$ cat src/rtl/alt_buf_pkg.sv
package alt_buf_pkg;
  typedef enum logic {
    PH_WRITE = 1'b0,
    PH_READ  = 1'b1
  } phase_e;
endpackage

$ cat src/rtl/alt_buf_phase.sv
module alt_buf_phase
  import alt_buf_pkg::*;
(
  input  logic   clk_i,
  input  logic   rst_ni,
  input  logic   advance_i,
  output phase_e phase_o
);
  logic saved_q;

  // step phase is the inverse of the value saved by the last successful step
  assign phase_o = phase_e'(~saved_q);

  always_ff @(posedge clk_i or negedge rst_ni) begin
    if (!rst_ni)        saved_q <= 1'b1;
    else if (advance_i) saved_q <= logic'(phase_o);
  end
endmodule

$ cat src/rtl/alt_buf_cell.sv
module alt_buf_cell #(
  parameter int W = 8
) (
  input  logic         clk_i,
  input  logic         rst_ni,
  input  logic         load_i,
  input  logic [W-1:0] d_i,
  output logic [W-1:0] q_o
);
  always_ff @(posedge clk_i or negedge rst_ni) begin
    if (!rst_ni)     q_o <= '0;
    else if (load_i) q_o <= d_i;
  end
endmodule

$ cat src/rtl/alt_buffer.sv
module alt_buffer
  import alt_buf_pkg::*;
#(
  parameter int W = 8
) (
  input  logic         clk_i,
  input  logic         rst_ni,
  input  logic         step_i,
  input  logic         in_valid_i,
  output logic         in_ready_o,
  input  logic [W-1:0] in_data_i,
  output logic         out_valid_o,
  output logic [W-1:0] out_data_o
);
  phase_e phase;
  logic   xfer;
  logic   step_ok;

  assign in_ready_o  = step_i && (phase == PH_READ);
  assign out_valid_o = step_i && (phase == PH_WRITE);
  assign xfer        = in_ready_o && in_valid_i;
  // a read without data fails and leaves the saved phase alone
  assign step_ok     = out_valid_o || xfer;

  alt_buf_phase i_phase (
    .clk_i     (clk_i),
    .rst_ni    (rst_ni),
    .advance_i (step_ok),
    .phase_o   (phase)
  );

  alt_buf_cell #(.W(W)) i_cell (
    .clk_i  (clk_i),
    .rst_ni (rst_ni),
    .load_i (xfer),
    .d_i    (in_data_i),
    .q_o    (out_data_o)
  );
endmodule

$ cat config.mk
export PLATFORM = sky130hd
export DESIGN_NAME = alt_buffer
export DESIGN_NICKNAME = d
export VERILOG_FILES = /design/src/rtl/alt_buf_pkg.sv /design/src/rtl/alt_buf_phase.sv /design/src/rtl/alt_buf_cell.sv /design/src/rtl/alt_buffer.sv
export SDC_FILE = /design/constraint.sdc
export NUM_CORES = 1
export LEC_CHECK = 0
export CAP_MARGIN = 15
export CORE_AREA = 2 2 39 41
export CTS_CLUSTER_DIAMETER = 30
export DETAILED_ROUTE_END_ITERATION = 7
export DIE_AREA = 0 0 41 43
export DONT_BUFFER_PORTS = 1
export GPL_ROUTABILITY_DRIVEN = 1
export SLEW_MARGIN = 20
export SYNTH_ARGS = -nofsm -noshare
export SYNTH_HDL_FRONTEND = slang
export SYNTH_HIERARCHICAL = 1
export SYNTH_SLANG_ARGS = --single-unit
$ cat constraint.sdc
create_clock -name clk_i -period 1.77 [get_ports clk_i]
set_input_delay 0.2655 -clock clk_i [delete_from_list [all_inputs] [get_ports clk_i]]
set_output_delay 0.2655 -clock clk_i [all_outputs]
set_load 0.02 [all_outputs]
[Word level (Yosys, flattened, before mapping)]
Index checks and enable logic that the tools add are counted.
Operators by class
  bitwise gates (word level): 1
  reduce and logical (&&, ||, !) cells: 4
Operators with widths (count)
  logical AND 1 bit: 3
  logical OR 1 bit: 1
  inverter 1 bit: 1
Word-level totals
  bits in registers: 9
  logic and storage cells: 7

[Depth between registers and ports, before layout]
Gate-level depths: netlist of the first run.
  word-level depth: 4
  depth in mapped cells: 4
  mapped depth without buffers: 3

[Cells and area by module]
The synthesis of the first run kept the hierarchy.
Modules (own cells, without submodules)
  alt_buf_cell: area each 331.6 µm², instances 1, seq. area each 200.2 µm², cells an instance 17
  alt_buf_phase: area each 38.8 µm², instances 1, seq. area each 26.3 µm², cells an instance 3
  alt_buffer: area each 35.0 µm², instances 1, seq. area each 0.0 µm², cells an instance 5

[Least setup slack after synthesis of the first run]
No wires, ideal clock.
  path type: register to register
  start point: register i_phase.saved_q
  end point: register i_cell.q_o[0]
  period minus slack after synthesis: 1.270 ns
  slack: 0.500 ns
  library setup time: 0.125 ns
  stages on the path, launching flop included: 5
  data arrival time: 1.145 ns
  path buffers: 1
  data required time: 1.645 ns
  path through: dfstp_2 > inv_1 > and3_1 > buf_6 > mux2_4
Between the ends
  longest elaborated chain between the ends: 3
RTL lines
  start: declaration: line alt_buf_phase.sv:9  | logic saved_q;
  start signal: assignment: line alt_buf_phase.sv:16  | else if (advance_i) saved_q <= logic'(phase_o);
  inverter 1 bit: line alt_buf_phase.sv:12  | assign phase_o = phase_e'(~saved_q);
  named net phase: line alt_buffer.sv:15  | phase_e phase;
  logical AND 1 bit: line alt_buffer.sv:19  | assign in_ready_o = step_i && (phase == PH_READ);
  logical AND 1 bit: line alt_buffer.sv:21  | assign xfer = in_ready_o && in_valid_i;
  named net xfer: line alt_buffer.sv:16  | logic xfer;
  end signal: assignment: line alt_buf_cell.sv:12  | else if (load_i) q_o <= d_i;
  end: declaration: line alt_buf_cell.sv:8  | output logic [W-1:0] q_o
The timed path passes the listed nets, and every way through them passes these cells.
A chain may end at the register's enable or synchronous reset.

[Worst setup path in the final report of the first run]
  start point: register i_phase.saved_q
  end point: output out_valid_o
Between the ends
  longest elaborated chain between the ends: 1
RTL lines
  logical AND 1 bit: line alt_buffer.sv:20  | assign out_valid_o = step_i && (phase == PH_WRITE);
  end: declaration: line alt_buffer.sv:12  | output logic out_valid_o,
Every way passes these cells.

==> results by group, run 1 <==
Floorplanning
  • Top Ports: 22
  • Die width: slightly above 40 um
  • DIE AREA: about 1800 um^2
  • Starting Density: 29.29%
  • Core Box Area: 1384 um^2
  • Die height: 43 um
  • Cell row count: 14

Critical path
  • Worst r2r src: i_phase/saved_q$_DFFE_PN1P_
  • Reg2reg path depth: 3
  • CP required: about 1.5 ns
  • R2R Path End: i_cell/q_o[7]$_DFFE_PN0P_
  • Kind of cell adding the most delay to the critical path: flip-flops
  • CP bufs+invs: 1
  • Crit end category: output port
  • Crit path launch: i_phase/saved_q$_DFFE_PN1P_
  • Startpoint Class: register
  • R2R setup slack: 0.33 ns
  • CP max stage delay: 0.53 ns
  • Crit-path max FO: 4
  • Crit path arrival time: about 1.2 ns
  • Crit-path cells: inv_1 > nor2b_1
  • Slowest cell on the critical path: dfstp_2
  • WS Path Type: reg2out

Pwr
  • IR drop worst, VDD: between 500 and 600 uV
  • Leak pwr: ~0.21 nW
  • PwrDens: 1976 nW/um^2
  • Total power: 0.0008903 W

Clocking
  • Clk_lat worst skew: roughly 0.25 ns
  • CTS tree: done
  • Clock slew at reported path FFs: 0.06 ns
  • Buffer count from post-CTS setup fixing: 0
  • CTS sink cnt: 9
  • Number of gates resized after cts: 0
  • Max Buffers Root-to-Sink: 2
  • Total CTS buffers: 3
  • Cts hold-fix bufs: 1
  • CTS root buf: clkbuf_4
  • CTS H-Tree Depth: 1

GRT
  • Vias in the first global route: 253
  • Busiest grt layer: met2
  • Grt met3 use: 7.330%
  • Largest net degree at the start of global routing: 10
  • First-pass GRT wire length: 1007 um
  • Total gr overflow: 0
  • GRT Overall Usage: 9.201%
  • Initial antenna violation count: 0
  • GR met1 Demand/Resource: under 10%
  • Met2 GRT Util: 15.00%

Timing
  • Final setup viols: 0
  • Hold Slack: 0.1602 ns
  • Measured slew at the worst slew-check pin: 0.5293 ns
  • Min cycle time layout: about 1.5 ns
  • Unrepaired setup endpoints after global routing: false
  • Hold Fails Final Rpt: 0
  • Fmax: ~690 MHz
  • Max transition margin: between 60 and 70%
  • Crit share post-route: 82.16%
  • Setup tns final: 0 ns
  • Pins over their slew limit: 0
  • Layout Skew: 0.001627 ns

Outcome
  • Status: finished, final reports clean

Logic synthesis
  • Synth area leader: dfrtp_1
  • Number of library cell types mapped by synthesis: 10
  • Mean Syn Cell Area: 16.22 um^2
  • Synth Cell Area: between 400 and 500 um^2
  • Proportion of synthesized chip area in sequential cells: 55.86%
  • Synth Register Bits: 9
  • Gate count of the mapped netlist: 25
  • Syn_nets: 37
  • Synth warn: 6
  • Top area cells in the synthesized netlist: dfrtp_1 49%, mux2_4 30%, dfstp_2 6.5%
  • Area fraction of the dominant cell type after synthesis: 49.38%

Layout
  • Area Growth Syn to Fin: 11.11%
  • Most frequent cells in the layout: 8 x mux2_4, 8 x dfrtp_1, 3 x clkbuf_4
  • Finished Cell Area: between 400 and 500 um^2
  • Layout cell share with drive strength beyond 1: 48.28%
  • Number of diodes: 0
  • Finished Layout Cells: 45
  • Final nets: 42
  • Fillers: between 100 and 150
  • FF+latch area: 226.5 um^2
  • Footprint of the multi-input gates: 160.2 um^2

Min path
  • WHS Endpoint: i_cell/q_o[4]$_DFFE_PN0P_
  • WHS Path Cells: 1
  • Worst Hold Launch: in_data_i[4]
  • Hold WC Path Type: in2reg

Route
  • Post-DR vias/cell: 4.578
  • Routed WL per cell: 15.38 um
  • # DRC: 0
  • Routed wire length: 692 um
  • Vias: 206
  • Iter 0 DRT Violations: 1
  • DR pass1 iterations: 4
  • Remaining antenna violation count: 0

Job
  • Max-cap violations: 0

Place
  • Placer Congestion: 0.5825
  • Input/output buffers: 0
  • Placed Cells incl. Taps: 40
  • Dpl cell area: 414.1 um^2
-- worst max path at each step --
stage | to | slack, ns | cells after the start
2_1_floorplan | i_cell/q_o[0]$_DFFE_PN0P_ | 0.50 | 4
3_3_place_gp | i_cell/q_o[1]$_DFFE_PN0P_ | 0.39 | 3
3_5_place_dp | i_cell/q_o[7]$_DFFE_PN0P_ | 0.32 | 3
4_1_cts | out_valid_o | 0.30 | 2
5_1_grt | i_cell/q_o[7]$_DFFE_PN0P_ | 0.24 | 3
6_report | out_valid_o | 0.32 | 2
-- sequential cells by signal, summed over array words and instances (netlist names) --
register and flops:
i_cell/q_o 8, i_phase/saved_q 1
-- kinds of logic after synthesis --
logic type | after synthesis | share of synthesized area (%)
AOI/OAI and AO/OA | 1 | 2.778
xor gates and xnor gates | 1 | 2.161
buffers and inverters | 3 | 4.630
DFF | 9 | 55.86
muxes | 8 | 29.63
and+or+nand+nor | 3 | 4.941
-- cell usage after synthesis --
library cell,count
xor2_1,1
dfrtp_1,8
and3_1,1
mux2_4,8
nor2b_1,1
inv_1,2
dfstp_2,1
and2_2,1
buf_6,1
a21boi_2,1
-- power breakdown --
group          switching (W)  internal, W  leakage (nW)
sequential          0.000190     0.000320         0.105
clock              0.0000616    0.0000862        0.0150
combinational      0.0000826     0.000150        0.0909
total               0.000334     0.000556         0.211
-- layout make-up --
| type | count | area share [%] |
|---|---|---|
| Timing Repair Buffer | 1 | 2.222 |
| Inverter | 2 | 1.667 |
| Tap cell | 16 | 4.444 |
| Clock buffer | 4 | 5.833 |
| Multi-Input combinational cell | 13 | 35.56 |
| Sequential cell | 9 | 50.28 |
-- metal layers --
metal | part of all wire [%] | vias to the layer above | wire (um)
met5 | 0 | - | 0
met4 | 0 | 0 | 0
met3 | 17 | 0 | 118
met2 | 47 | 21 | 328
met1 | 35 | 95 | 245
li1 | - | 90 | -
-- worst reg2reg max path, delay by kind of cell (launching register included) --
kind	cells	cell delay, ns
simple gates	1	0.50
buf+inv	1	0.10
flops	1	0.37
mux	1	0.35
-- metrics by stage --
| step | setup WS (ns) | util (%) |
|---|---|---|
| final | 0.3157 | 32.55 |
| after global routing | 0.2446 | 32.55 |
| after CTS | 0.2968 | 32.55 |
| after floorplan | 0.5002 | - |
| after detailed placement | 0.3159 | 29.93 |
| after global placement | 0.3896 | 29.93 |
Power figures use the tool's default switching activity.
==> run 2, diff against run 1 <==
--- a/config.mk
+++ b/config.mk
@@ -5,6 +5,7 @@
 export SDC_FILE = /design/constraint.sdc
 export NUM_CORES = 1
 export LEC_CHECK = 0
+export ABC_AREA = 1
 export CAP_MARGIN = 15
 export CORE_AREA = 2 2 39 41
 export CTS_CLUSTER_DIAMETER = 30
==> constraint.sdc (replaced) <==
create_clock -name clk_i -period 1.3 [get_ports clk_i]
set_input_delay 0.195 -clock clk_i [delete_from_list [all_inputs] [get_ports clk_i]]
set_output_delay 0.195 -clock clk_i [all_outputs]
set_load 0.02 [all_outputs]
==> results by group, run 2 <==
Outcome
  • Status: finished, final reports clean

Timing
  • Final setup viols: 0
  • Measured slew at the worst slew-check pin: 0.4075 ns
  • Hold Fails Final Rpt: 0
  • Min cycle time layout: ~1.2 ns
  • Layout Skew: roughly 0.0054 ns
  • Pins over their slew limit: 0
  • Unrepaired setup endpoints after global routing: true
  • Setup tns final: 0 ns
  • Fmax: 810.2 MHz
  • Max transition margin: around 73%
  • Crit share post-route: 94.95%

Clocking
  • Total CTS buffers: 3
  • Clock slew at reported path FFs: ~0.07 ns
  • Clk_lat worst skew: about 0.26 ns
  • Buffer count from post-CTS setup fixing: 0
  • Max Buffers Root-to-Sink: 2
  • CTS H-Tree Depth: 1
  • CTS root buf: clkbuf_4
  • CTS sink cnt: 9
  • CTS tree: done

Logic synthesis
  • Post-synth ARST share: between 90% and 100%
  • Main combinational cell family by area after synthesis: simple AND/OR/NAND/NOR gates
  • Synth area leader: dfrtp_1
  • Syn_nets: 60
  • Most frequent cell after synthesis: nand2_1
  • Adder-cell share of the synthesized area: 0%
  • Synth Register Bits: 9
  • Gate count of the mapped netlist: 48
  • Synth warn: 6
  • Number of flops mapped to enable cells by yosys: 0
  • Most instantiated cells after synthesis: 29 x nand2_1, 8 x dfrtp_1, 5 x inv_1, 2 x inv_2
  • Mux cell area share after synthesis: 0%
  • Number of library cell types mapped by synthesis: 8
  • Proportion of synthesized chip area in sequential cells: 58.96%
  • Top area cells in the synthesized netlist: dfrtp_1 52%, nand2_1 28%, dfstp_2 6.8%
  • Synth Area in Compound Gates: 0%
  • Post-synth top flop: dfrtp_1
  • Area fraction of the dominant cell type after synthesis: 52.12%
  • Synth Cell Area: 384.1 um^2
  • Simple-gate share of the synthesized area: 31.27%
  • Post-Synth XOR/XNOR Area: 0%
  • Mean Syn Cell Area: between 8 and 9 um^2

Place
  • Dpl cell area: 392.9 um^2
  • Placer Congestion: 0.5816
  • Input/output buffers: 0

Pwr
  • Seq pwr share: 58.7%
  • Gate power share: a little under a quarter
  • Sw Ratio: a little under half
  • IR drop worst, VDD: 819.9 uV
  • Leak pwr: around 0.26 nW
  • Clock power share: 18.3%
  • Internal power: 0.0006388 W
  • PwrDens: 2644 nW/um^2
  • P_sw: around 0.00054 W

Layout
  • Number of diodes: 0
  • Area Growth Syn to Fin: 15.96%
  • Most common library cell in the layout ignoring fill and taps: nand2_1
  • Biggest regs: i_cell/q_o x8, i_phase/saved_q x1
  • Top reg by flops: i_cell/q_o
  • Finished Cell Area: 445.4 um^2
  • Fillers: 152
  • Final nets: 65
  • Layout cell share with drive strength beyond 1: a little over a fifth
  • Most frequent cells in the layout: 28 x nand2_1, 8 x dfrtp_1, 3 x inv_1, 3 x inv_4, 3 x clkbuf_4
  • Number of flip-flops in the largest register: 8

Route
  • Remaining antenna violation count: 0
  • Routed WL per cell: 11.15 um
  • DR pass1 iterations: 3
  • Post-DR vias/cell: around 4.1
  • # DRC: 0
  • Routed wire length: 758 um
  • Vias: 281
  • Iter 0 DRT Violations: 2

Critical path
  • Crit path arrival time: between 1 and 1.5 ns
  • CP required: 1.11 ns
  • Reg2reg path depth: 6
  • Worst r2r src: i_phase/saved_q$_DFFE_PN1P_
  • R2R setup slack: ~0.14 ns
  • Crit end category: output port
  • Startpoint Class: register
  • Crit-path max FO: 4
  • R2R Path End: i_cell/q_o[7]$_DFFE_PN0P_
  • WS Path Type: reg2out

Min path
  • WHS Path Cells: 2
  • Worst Hold Launch: in_data_i[1]
  • Hold WC Path Type: in2reg
  • WHS Endpoint: i_cell/q_o[1]$_DFFE_PN0P_

Floorplanning
  • Die height: 43 um
  • Starting Density: 27.76%
  • Core Box Area: 1384 um^2
  • Die width: 41 um
  • Cell row count: 14
  • Top Ports: 22
  • DIE AREA: 1763 um^2

GRT
  • Largest net degree at the start of global routing: 10
  • Total gr overflow: 0
  • First-pass GRT wire length: about 1100 um
  • GRT Overall Usage: 10.17%
  • Initial antenna violation count: 0
  • Vias in the first global route: 270

Job
  • Max-cap violations: 0
run 2: timing repair:
| action | in CTS | in global routing |
|---|---|---|
| endpoints found under the hold margin | 9 | 0 |
| gates resized for setup | 1 | 6 |
| gates cloned | 0 | 0 |
| endpoints found under the setup margin | 1 | 7 |
| hold buffers | 1 | 0 |
run 2: power groups by stage:
stage	Clock [W]	Sequential (W)	Combinational, W
detailed placement	0	0.000691	0.000241
floorplan	0	0.000666	0.000219
global route	0.000246	0.000720	0.000318
global placement	0	0.000686	0.000230
CTS	0.000226	0.000688	0.000250
finish	0.000216	0.000691	0.000271
run 2: cells by family (layout without fill, tap and decap cells):
kind of cell	after synthesis	after routing
AND/OR/NAND/NOR	31	31
buffers and inverters	8	12
flip-flops	9	9
run 2: metal layers:
layer | up-vias | share of wire, % | track usage (%)
li1 | 145 | - | -
met3 | 0 | 14 | 5.236
met5 | - | 0 | 0
met4 | 0 | 0 | 10.00
met1 | 119 | 40 | 10.71
met2 | 17 | 46 | 13.44
run 2: stage by stage:
step / worst slack, ns / util, % / instances / hold WS, ns / power [W]
3_5_place_dp: 0.1399 / 28.39 / 63 / -0.1004 / 0.0009316
2_1_floorplan: 0.2477 / - / 48 / -0.1006 / 0.0008841
5_1_grt: 0.005698 / 32.19 / 68 / 0.02696 / 0.001285
3_3_place_gp: 0.1753 / 28.39 / 63 / -0.1004 / 0.0009167
4_1_cts: 0.02598 / 31.10 / 68 / 0.03814 / 0.001164
6_report: 0.06568 / 32.19 / 68 / 0.04671 / 0.001178
run 2: worst max path at each step:
stage               slack (ns)                   endpoint  cells past startpoint                   startpoint
detailed placement        0.14  i_cell/q_o[6]$_DFFE_PN0P_                      6  i_phase/saved_q$_DFFE_PN1P_
global route             0.006  i_cell/q_o[7]$_DFFE_PN0P_                      6  i_phase/saved_q$_DFFE_PN1P_
floorplan                 0.25  i_cell/q_o[0]$_DFFE_PN0P_                      7  i_phase/saved_q$_DFFE_PN1P_
CTS                       0.03                out_valid_o                      4  i_phase/saved_q$_DFFE_PN1P_
finish                    0.07                out_valid_o                      4  i_phase/saved_q$_DFFE_PN1P_
global placement          0.18  i_cell/q_o[7]$_DFFE_PN0P_                      6  i_phase/saved_q$_DFFE_PN1P_
run 2: final cells by class:
| class | count | area [um^2] | area share [%] |
|---|---|---|---|
| well taps | 16 | 20.02 | 4.494 |
| multi-input cells | 31 | 127.6 | 28.65 |
| clock buffers | 3 | 22.52 | 5.056 |
| clock inverters | 1 | 5.005 | 1.124 |
| flip-flops and latches | 9 | 226.5 | 50.84 |
| inverters | 7 | 33.78 | 7.584 |
| repair buffers | 1 | 10.01 | 2.247 |
run 2: critical path: stages, from the launching register on:
cell	delay (ns)
dfstp_2	0.56
inv_4	0.05
inv_2	0.05
nand2_4	0.05
inv_4	0.07
